`src/rtl/xfer_pkg.sv`:
```
package xfer_pkg;
  typedef enum logic [1:0] {
    CH_IDLE = 2'd0,
    CH_RD   = 2'd1,
    CH_MEM  = 2'd2,
    CH_PUT  = 2'd3
  } ch_state_e;

  localparam int          NUM_CH   = 2;
  localparam int          SEL_W    = 3;
  localparam logic [2:0]  REG_CTRL = 3'd4;
  localparam int          CTRL_HALF_BIT = 2;
endpackage

```
`src/rtl/xfer_rst_sync.sv`:
```
module xfer_rst_sync (
  input  logic clk,
  input  logic rst_n,
  output logic rst_sync_n
);
  logic [1:0] sync_q;

  always_ff @(posedge clk or negedge rst_n) begin
    if (!rst_n) sync_q <= 2'b00;
    else        sync_q <= {sync_q[0], 1'b1};
  end

  assign rst_sync_n = sync_q[1];
endmodule

```
`src/rtl/xfer_chan.sv`:
```
module xfer_chan
  import xfer_pkg::*;
#(
  parameter int ADDR_W = 16,
  parameter int CNT_W  = 8,
  parameter int DATA_W = 16,
  parameter bit IS_TX  = 1'b0
) (
  input  logic              clk,
  input  logic              rst_n,
  input  logic              flag_i,
  input  logic              ptr_we_i,
  input  logic              cnt_we_i,
  input  logic [ADDR_W-1:0] wval_i,
  input  logic              half_i,
  input  logic              gnt_i,
  input  logic [DATA_W-1:0] din_i,
  output logic              req_o,
  output logic              strobe_o,
  output logic [DATA_W-1:0] dout_o,
  output logic [ADDR_W-1:0] ptr_o,
  output logic [CNT_W-1:0]  cnt_o,
  output logic              end_o
);
  localparam int BYTE_W = 8;
  localparam logic [ADDR_W-1:0] STEP_BYTE = ADDR_W'(1);
  localparam logic [ADDR_W-1:0] STEP_HALF = ADDR_W'(2);

  ch_state_e         state_q, state_d;
  logic [ADDR_W-1:0] ptr_q, ptr_d;
  logic [CNT_W-1:0]  cnt_q, cnt_d;
  logic [DATA_W-1:0] buf_q, buf_d;
  logic              armed_q, armed_d;
  logic              ptr_en, cnt_en, buf_en;
  logic              start, done;
  logic [ADDR_W-1:0] step;
  logic [DATA_W-1:0] shaped;

  assign step   = half_i ? STEP_HALF : STEP_BYTE;
  assign shaped = half_i ? din_i : {{(DATA_W-BYTE_W){1'b0}}, din_i[BYTE_W-1:0]};
  assign start  = (state_q == CH_IDLE) && flag_i && armed_q && (cnt_q != '0);
  assign done   = (state_q == CH_MEM) && gnt_i;

  // next-state logic
  always_comb begin
    state_d = state_q;
    buf_d   = buf_q;
    buf_en  = 1'b0;
    armed_d = armed_q;
    if (!flag_i) armed_d = 1'b1;
    case (state_q)
      CH_IDLE: begin
        if (start) begin
          state_d = IS_TX ? CH_MEM : CH_RD;
          armed_d = 1'b0;
        end
      end
      CH_RD: begin
        buf_d   = shaped;
        buf_en  = 1'b1;
        state_d = CH_MEM;
      end
      CH_MEM: begin
        if (gnt_i) begin
          if (IS_TX) begin
            buf_d   = shaped;
            buf_en  = 1'b1;
            state_d = CH_PUT;
          end else begin
            state_d = CH_IDLE;
          end
        end
      end
      CH_PUT:  state_d = CH_IDLE;
      default: state_d = CH_IDLE;
    endcase
  end

  always_comb begin
    ptr_d  = ptr_q;
    ptr_en = 1'b0;
    if (ptr_we_i) begin
      ptr_d  = wval_i;
      ptr_en = 1'b1;
    end else if (done) begin
      ptr_d  = ptr_q + step;
      ptr_en = 1'b1;
    end
  end

  always_comb begin
    cnt_d  = cnt_q;
    cnt_en = 1'b0;
    if (cnt_we_i) begin
      cnt_d  = wval_i[CNT_W-1:0];
      cnt_en = 1'b1;
    end else if (done) begin
      cnt_d  = cnt_q - CNT_W'(1);
      cnt_en = 1'b1;
    end
  end

  // registers
  always_ff @(posedge clk or negedge rst_n) begin
    if (!rst_n) begin
      state_q <= CH_IDLE;
      armed_q <= 1'b1;
    end else begin
      state_q <= state_d;
      armed_q <= armed_d;
    end
  end

  always_ff @(posedge clk or negedge rst_n) begin
    if (!rst_n)      ptr_q <= '0;
    else if (ptr_en) ptr_q <= ptr_d;
  end

  always_ff @(posedge clk or negedge rst_n) begin
    if (!rst_n)      cnt_q <= '0;
    else if (cnt_en) cnt_q <= cnt_d;
  end

  always_ff @(posedge clk or negedge rst_n) begin
    if (!rst_n)      buf_q <= '0;
    else if (buf_en) buf_q <= buf_d;
  end

  assign req_o    = (state_q == CH_MEM);
  assign strobe_o = IS_TX ? (state_q == CH_PUT) : (state_q == CH_RD);
  assign dout_o   = buf_q;
  assign ptr_o    = ptr_q;
  assign cnt_o    = cnt_q;
  assign end_o    = (cnt_q == '0);
endmodule

```
`src/rtl/xfer_arb.sv`:
```
module xfer_arb (
  input  logic       clk,
  input  logic       rst_n,
  input  logic [1:0] req_i,
  input  logic       gnt_i,
  output logic       sel_o
);
  logic owner_q, owner_d;
  logic hold_q, hold_d;

  always_comb begin
    if (hold_q && req_i[owner_q]) owner_d = owner_q;
    else if (req_i[0])            owner_d = 1'b0;
    else                          owner_d = 1'b1;
    hold_d = req_i[owner_d] && !gnt_i;
  end

  always_ff @(posedge clk or negedge rst_n) begin
    if (!rst_n) begin
      owner_q <= 1'b0;
      hold_q  <= 1'b0;
    end else begin
      owner_q <= owner_d;
      hold_q  <= hold_d;
    end
  end

  assign sel_o = owner_d;
endmodule

```
`src/rtl/xfer_chan_pair.sv`:
```
module xfer_chan_pair
  import xfer_pkg::*;
#(
  parameter int ADDR_W = 16,
  parameter int CNT_W  = 8,
  parameter int DATA_W = 16
) (
  input  logic              clk,
  input  logic              rst_n,
  input  logic              cfg_we,
  input  logic [SEL_W-1:0]  cfg_addr,
  input  logic [ADDR_W-1:0] cfg_wdata,
  input  logic              spi_rx_full,
  input  logic [DATA_W-1:0] spi_rx_data,
  output logic              spi_rd,
  input  logic              spi_tx_empty,
  output logic              spi_wr,
  output logic [DATA_W-1:0] spi_tx_data,
  output logic              mem_req,
  output logic              mem_we,
  output logic              mem_half,
  output logic [ADDR_W-1:0] mem_addr,
  output logic [DATA_W-1:0] mem_wdata,
  input  logic              mem_gnt,
  input  logic [DATA_W-1:0] mem_rdata,
  output logic [ADDR_W-1:0] rx_ptr,
  output logic [CNT_W-1:0]  rx_cnt,
  output logic              rx_end,
  output logic [ADDR_W-1:0] tx_ptr,
  output logic [CNT_W-1:0]  tx_cnt,
  output logic              tx_end,
  output logic              irq
);
  logic                     rst_i_n;
  logic [NUM_CH-1:0]        flag_v, ptr_we_v, cnt_we_v, gnt_v, req_v, strobe_v, end_v;
  logic [DATA_W-1:0]        din_v  [NUM_CH];
  logic [DATA_W-1:0]        dout_v [NUM_CH];
  logic [ADDR_W-1:0]        ptr_v  [NUM_CH];
  logic [CNT_W-1:0]         cnt_v  [NUM_CH];
  logic [NUM_CH-1:0]        ie_q, ie_d;
  logic                     half_q, half_d;
  logic                     ctrl_en;
  logic                     sel;

  xfer_rst_sync u_rst (
    .clk        (clk),
    .rst_n      (rst_n),
    .rst_sync_n (rst_i_n)
  );

  // control register
  assign ctrl_en = cfg_we && (cfg_addr == REG_CTRL);
  assign ie_d    = cfg_wdata[NUM_CH-1:0];
  assign half_d  = cfg_wdata[CTRL_HALF_BIT];

  always_ff @(posedge clk or negedge rst_i_n) begin
    if (!rst_i_n) begin
      ie_q   <= '0;
      half_q <= 1'b0;
    end else if (ctrl_en) begin
      ie_q   <= ie_d;
      half_q <= half_d;
    end
  end

  assign flag_v[0] = spi_rx_full;
  assign flag_v[1] = spi_tx_empty;
  assign din_v[0]  = spi_rx_data;
  assign din_v[1]  = mem_rdata;

  for (genvar i = 0; i < NUM_CH; i++) begin : g_ch
    assign ptr_we_v[i] = cfg_we && (cfg_addr == SEL_W'(2*i));
    assign cnt_we_v[i] = cfg_we && (cfg_addr == SEL_W'(2*i+1));
    assign gnt_v[i]    = mem_gnt && (sel == i[0]);

    xfer_chan #(
      .ADDR_W (ADDR_W),
      .CNT_W  (CNT_W),
      .DATA_W (DATA_W),
      .IS_TX  (i == 1)
    ) u_chan (
      .clk      (clk),
      .rst_n    (rst_i_n),
      .flag_i   (flag_v[i]),
      .ptr_we_i (ptr_we_v[i]),
      .cnt_we_i (cnt_we_v[i]),
      .wval_i   (cfg_wdata),
      .half_i   (half_q),
      .gnt_i    (gnt_v[i]),
      .din_i    (din_v[i]),
      .req_o    (req_v[i]),
      .strobe_o (strobe_v[i]),
      .dout_o   (dout_v[i]),
      .ptr_o    (ptr_v[i]),
      .cnt_o    (cnt_v[i]),
      .end_o    (end_v[i])
    );
  end

  xfer_arb u_arb (
    .clk   (clk),
    .rst_n (rst_i_n),
    .req_i (req_v),
    .gnt_i (mem_gnt),
    .sel_o (sel)
  );

  assign mem_req     = req_v[sel];
  assign mem_we      = !sel;
  assign mem_half    = half_q;
  assign mem_addr    = ptr_v[sel];
  assign mem_wdata   = dout_v[0];
  assign spi_tx_data = dout_v[1];
  assign spi_rd      = strobe_v[0];
  assign spi_wr      = strobe_v[1];
  assign rx_ptr      = ptr_v[0];
  assign rx_cnt      = cnt_v[0];
  assign rx_end      = end_v[0];
  assign tx_ptr      = ptr_v[1];
  assign tx_cnt      = cnt_v[1];
  assign tx_end      = end_v[1];
  assign irq         = |(ie_q & end_v);
endmodule

```
`config.mk`:
```
export PLATFORM = sky130hd
export DESIGN_NAME = xfer_chan_pair
export DESIGN_NICKNAME = d
export VERILOG_FILES = /design/src/rtl/xfer_pkg.sv /design/src/rtl/xfer_rst_sync.sv /design/src/rtl/xfer_chan.sv /design/src/rtl/xfer_arb.sv /design/src/rtl/xfer_chan_pair.sv
export SDC_FILE = /design/constraint.sdc
export NUM_CORES = 1
export LEC_CHECK = 0
export ABC_CLOCK_PERIOD_IN_PS = 5800
export BUFFER_PORTS_ARGS = -buffer_cell sky130_fd_sc_hd__buf_4
export CAP_MARGIN = 40
export CORE_AREA = 2 2 116 90
export CTS_BUF_LIST = sky130_fd_sc_hd__clkbuf_2 sky130_fd_sc_hd__clkbuf_4 sky130_fd_sc_hd__clkbuf_8
export CTS_CLUSTER_SIZE = 8
export DETAILED_ROUTE_END_ITERATION = 12
export DIE_AREA = 0 0 118 92
export PLACE_DENSITY_LB_ADDON = 0.15
export SYNTH_ARGS = -nofsm -noshare
export SYNTH_HDL_FRONTEND = slang
export SYNTH_SLANG_ARGS = --single-unit
```
`constraint.sdc`:
```
create_clock -name clk -period 5.8 [get_ports clk]
set_input_delay 0.87 -clock clk [delete_from_list [all_inputs] [get_ports clk]]
set_output_delay 0.87 -clock clk [all_outputs]
set_load 0.01 [all_outputs]
```
== Yosys cells after proc, flatten, opt, wreduce, memory -nomap -nowiden ==
Index checks and enable logic that the tools add are counted.
Widths: inputs -> output; s select.

* Register bits: 93
* Bits of input ports: 57
* Output and inout port bits: 104
* Word-level logic and storage cells: 122

* $add $sub $neg: 4
* $lt $le $gt $ge: 3
* Equal/unequal tests: 14
* Mux-type cells: 43
* Bitwise gates (word level): 3
* Reduce and logical (&&, ||, !) cells: 40

{| class="wikitable"
|+ Operators by type and width
! cell !! number
|-
| $mux 16 || 10
|-
| $add 16x16->16 || 2
|-
| $mux 8 || 4
|-
| $pmux 16 s2 || 1
|-
| $mux 1 || 20
|-
| $logic_and 1x1->1 || 17
|-
| $logic_not 8->1 || 2
|-
| $pmux 2 s4 || 2
|-
| $reduce_bool 8->1 || 2
|-
| $sub 8x1->8 const B || 2
|-
| $reduce_and 2->1 || 7
|-
| $mux 2 || 5
|-
| $reduce_bool 2->1 || 5
|-
| $eq 2x2->1 const B || 4
|-
| $ne 2x1->1 const B || 4
|-
| $eq 3x2->1 const B || 2
|-
| $eq 2x1->1 const B || 2
|-
| $logic_not 2->1 || 2
|-
| $lt 1x2->1 const B || 2
|-
| $eq 3x1->1 const B || 1
|-
| $eq 3x3->1 const B || 1
|-
| $logic_not 3->1 || 1
|-
| $reduce_and 3->1 || 1
|-
| $and 2x2->2 || 1
|-
| 6 further kinds || 7
|}

== Logic depth before layout (Yosys ltp) ==
* Depth after elaboration: 11
* Gate-level depth with buffers: 9
* Mapped depth without buffers: 8

== Modules after synthesis ==
From an unflattened synthesis, not the netlist that was laid out.

* Cell total of the unflattened synthesis: 507
* Area total of the unflattened synthesis: 4852.2 um^2

{| class="wikitable"
|+ By module, submodules not included
! module !! instances !! cells an instance !! area each (um^2) !! sequential area each (um^2)
|-
| xfer_chan at g_ch[0].u_chan || 1 || 225 || 2175.8 || 1077.3
|-
| xfer_chan at g_ch[1].u_chan || 1 || 239 || 2152.1 || 1077.3
|-
| xfer_chan_pair || 1 || 34 || 404.1 || 75.1
|-
| xfer_arb || 1 || 6 || 66.3 || 50.0
|-
| xfer_rst_sync || 1 || 3 || 53.8 || 50.0
|}

== Worst setup path after synthesis ==
Ideal clock, no wire load.

* Path kind: reg-to-output
* From: register g_ch[1].u_chan.state_q[0]
* To: output mem_addr[11]
* Arrival: 1.497 ns
* Data required time: 4.930 ns
* Setup slack: 3.433 ns
* Cell stages (with the launch flop): 5
* Path buffers: 1
* Cell sequence: dfrtp_1 nand4b_1 nand2_1 buf_2 mux2_2

* Word-level cells in the longest chain between the ends: 9

{| class="wikitable"
|+ RTL lines
! item !! line !! text
|-
| start, declared || xfer_chan.sv:29 || <nowiki>ch_state_e state_q, state_d;</nowiki>
|-
| start signal, assigned || xfer_chan.sv:109 || <nowiki>state_q <= state_d;</nowiki>
|-
| $eq 2x2->1 || xfer_chan.sv:129 || <nowiki>assign req_o = (state_q == CH_MEM);</nowiki>
|-
| $mux 1 (not written as such) (2 in series) || xfer_arb.sv:12 || <nowiki>if (hold_q && req_i[owner_q]) owner_d = owner_q;</nowiki>
|-
| $logic_and 1x1->1 || xfer_arb.sv:12 ||
|-
| $mux 1 || xfer_arb.sv:12 ||
|-
| net sel || xfer_chan_pair.sv:43 || <nowiki>logic sel;</nowiki>
|-
| $not 1->2 (not written as such) || xfer_chan_pair.sv:111 || <nowiki>assign mem_addr = ptr_v[sel];</nowiki>
|-
| $mux 16 (not written as such) (3 in series) || xfer_chan_pair.sv:111 ||
|-
| end, declared || xfer_chan_pair.sv:22 || <nowiki>output logic [ADDR_W-1:0] mem_addr,</nowiki>
|}

The timed path passes the listed nets, and every way through them passes these cells. The select of a mux whose other input is x is not followed.

== Final worst setup path ==
* From: register g_ch[1].u_chan.state_q[0]
* To: output mem_addr[0]

* Word-level cells in the longest chain between the ends: 9

{| class="wikitable"
|+ RTL lines
! item !! line
|-
| $eq 2x2->1 || xfer_chan.sv:129
|-
| $mux 1 (not written as such) (2 in series) || xfer_arb.sv:12
|-
| $logic_and 1x1->1 || xfer_arb.sv:12
|-
| $mux 1 || xfer_arb.sv:12
|-
| $not 1->2 (not written as such) || xfer_chan_pair.sv:111
|-
| $mux 16 (not written as such) (3 in series) || xfer_chan_pair.sv:111
|}

No other way between the ends. The select of a mux whose other input is x is not followed.

==> key figures <==
Logic synthesis
  • Post-Syn Area: around 0.0047 mm^2
  • Synth unique cells: 45
  • Mean post-synth cell area: a little under 10 um^2
  • Async SR Flop Fraction: 1.00
  • Post-Syn Nets: 545
  • Sequential area share after synthesis: 0.491
  • Gate Count Post-Synth: 478
  • Synth Register Bits: 93
  • Number of synthesized flops with an enable pin: 0
  • Most common flop cell mapped by yosys: dfrtp_1
  • Yosys warns: 0

Worst setup path
  • FF-to-FF Start: mem_half
  • Setup slack, reg-to-reg: approximately 3200 ps
  • WS Path Type: register to primary output
  • Critical path launch point type: register
  • Crit path max fanout: 19
  • CP required: between 4000 and 5000 ps
  • WP data arrival: 2310 ps
  • Setup crit start: g_ch[1].u_chan.state_q[0]
  • CP endpoint kind: primary output

Final layout
  • Ant. Diodes: 0
  • Commonest non-fill, non-tap cell in the layout: buf_4
  • Commonest cells after routing, fill and taps aside: buf_4, nand2_1, dfrtp_1, o21ai_0, mux2_2
  • Area Growth Syn to Fin: 33.4%
  • Post-layout util: 0.640
  • Nets@finish: approximately 700
  • Share of layout cells above drive strength 1: 0.359
  • Final instance area: between 0.006 and 0.007 mm^2
  • Final Instance Count excl. Fillers: 776

CTS
  • TritonCTS Buffers: 9
  • Clock latency on the worst-skew pair: about 360 ps
  • Htree depth: 3
  • CTS tree: yes
  • Bufs on Longest Clock Path: 2
  • Root Buffer: clkbuf_8
  • Post-cts resize count: 0
  • Clock net sink count: 93
  • Hold_buf cts: 0
  • Post-CTS Setup Inserts: 0
  • CTS clk-pin slew, worst paths: 90 ps

Drt
  • Avg WL per Cell: ~15 um
  • Vias per cell: between 5 and 6
  • WL final: 11.8 mm
  • Initial DRC Count: ~280
  • Drt drc: 0
  • Final ANT Viol Nets: 0
  • Initial DRT Pass Iterations: 4
  • Vias: between 3000 and 4000

Pwr
  • Logic gate share of total power: 0.453
  • Pwr/cell area: 480 mW/mm^2
  • Clk network pwr share: 0.162
  • Switching power: 1.15 mW
  • VDD IR max: 0.235 mV
  • LEAKAGE: around 2.9 nW
  • Internal: 1.89 mW
  • Sw frac: 0.378
  • Share of power burned in registers: 0.385

Placed design
  • Buffers on Ports: 160
  • Dpl ws: approximately 3000 ps
  • Post-Place Cells: 760
  • Post-DP Area: just over 0.006 mm^2
  • Gpl congestion: roughly 0.86
  • Detailed placement HPWL: ~8.7 mm

STA
  • RSZ-0062 raised after global routing: false
  • Post-layout minimum cycle time: ~3200 ps
  • Slew @ Worst Pin: 887 ps
  • PnR worst setup slack: about 2600 ps
  • Final slew viol count: 0
  • Setup_tns: 0 ps
  • F_max: ~310 MHz
  • Fin. Hold Viols: 0
  • Relative slew slack: 0.409
  • Skew final: around 6.0 ps
  • Period utilisation layout: 0.549
  • Setup Viol. Count Final: 0

Hold path
  • Hold crit path type: register to asynchronous set/reset pin

GRT
  • First-pass GRT wire length: just under 20 mm
  • Largest net degree at the start of global routing: 62
  • Overflow after GRT: 0
  • Number of global-route vias before repair: 3943
  • Total GRT Usage: 0.227
  • Initial antenna violation count: 0

Floorplanning
  • Top-level I/O count: around 160
  • Chip width: approximately 120 um
  • Initial Util: 0.480
  • Die height: 92 um
  • CORE AREA: 0.00989 mm^2
  • Row count: 32
  • Area of the die: 0.0109 mm^2

Run
  • Max_cap viols: 0

Status
  • Outcome: complete, no violations
-- flip-flops by register name, summed over array words and instances (netlist names) --
register	flops
g_ch.u_chan.armed_q	2
g_ch.u_chan.cnt_o	16
g_ch.u_chan.dout_o	32
g_ch.u_chan.ptr_o	32
g_ch.u_chan.state_q	4
ie_q	2
mem_half	1
u_arb.hold_q	1
u_arb.owner_q	1
u_rst.sync_q	2
-- kinds of logic after synthesis --
family                     Yosys count  share of synthesized area
DFF                                 93                      0.491
AOI/OAI and AO/OA                   79                     0.0971
xor gates and xnor gates            42                     0.0776
adders and majority gates           10                     0.0295
other                                1                   0.000791
buffers and inverters               33                     0.0301
and+or+nand+nor                    185                      0.191
muxes                               35                     0.0826
-- through the flow --
stage | hold WS (ps) | power [mW]
floorplan | 331 | 1.90
global placement | 236 | 2.51
detailed placement | 239 | 2.57
CTS | 244 | 3.07
global route | 248 | 3.26
finish | 231 | 3.04
-- Yosys cell counts (all sizes together), types with 2 or more instances --
master	n	area, um^2
nor3	11	77.6
mux2	33	372
buf	4	32.5
mux2i	2	20.0
nand4	8	50.1
ha	8	100
clkbuf	15	57.6
nor2	21	78.8
nor2b	2	12.5
dfstp	2	52.6
xnor2	11	96.3
dfrtp	91	2280
inv	14	52.6
nand2b	2	12.5
nand2	98	368
and2	2	13.8
nand3b	4	42.5
a2111oi	2	55.1
and3	4	25.0
fa	2	40.0
nor4	4	40.0
xor2	31	272
nand3	18	90.1
and3b	2	17.5
o21ai	61	305
a21oi	13	68.8
and4	4	35.0
-- final cells by class --
| cell class | count | area, um^2 |
|---|---|---|
| clock buffer | 11 | 151 |
| clock inverter | 5 | 81.3 |
| fill | 844 | 3560 |
| sequential | 93 | 2330 |
| inverter | 14 | 52.6 |
| multi-input combinational | 352 | 2280 |
| timing repair buffer | 165 | 1260 |
| tap | 136 | 170 |
-- worst max-delay path, cell delays in order, from the launching register on --
cell and delay, ps:
dfrtp_1 470, nand4b_1 240, nand2_1 620, inv_1 240
nand2_1 170, nand2_1 70, buf_4 140
-- power groups by stage --
stage	clock, mW	combinational (mW)	sequential [mW]
after floorplan	0	0.664	1.23
after global placement	0	1.35	1.17
after detailed placement	0	1.39	1.18
after CTS	0.509	1.39	1.17
after global routing	0.539	1.51	1.22
final	0.493	1.38	1.17
-- worst paths after layout --
kind | to | cells after the start
setup / recovery | mem_addr[0] | 6
hold reg to reg | ie_q[1] | 0
hold / removal | ie_q[1] | 0
max in group asynchronous | g_ch[0].u_chan.armed_q | 2
setup reg to reg | g_ch[0].u_chan.ptr_o[14] | 8
min in group clk | u_rst.sync_q[1] | 0
-- layer usage --
layer,up-vias,GRT usage,share of wire
met3,18,0.0498,0.048
met2,115,0.356,0.47
met4,0,0.0793,0.021
met5,-,0,0
met1,1902,0.312,0.46
li1,1943,-,-
(Power assumes the default switching activity.)
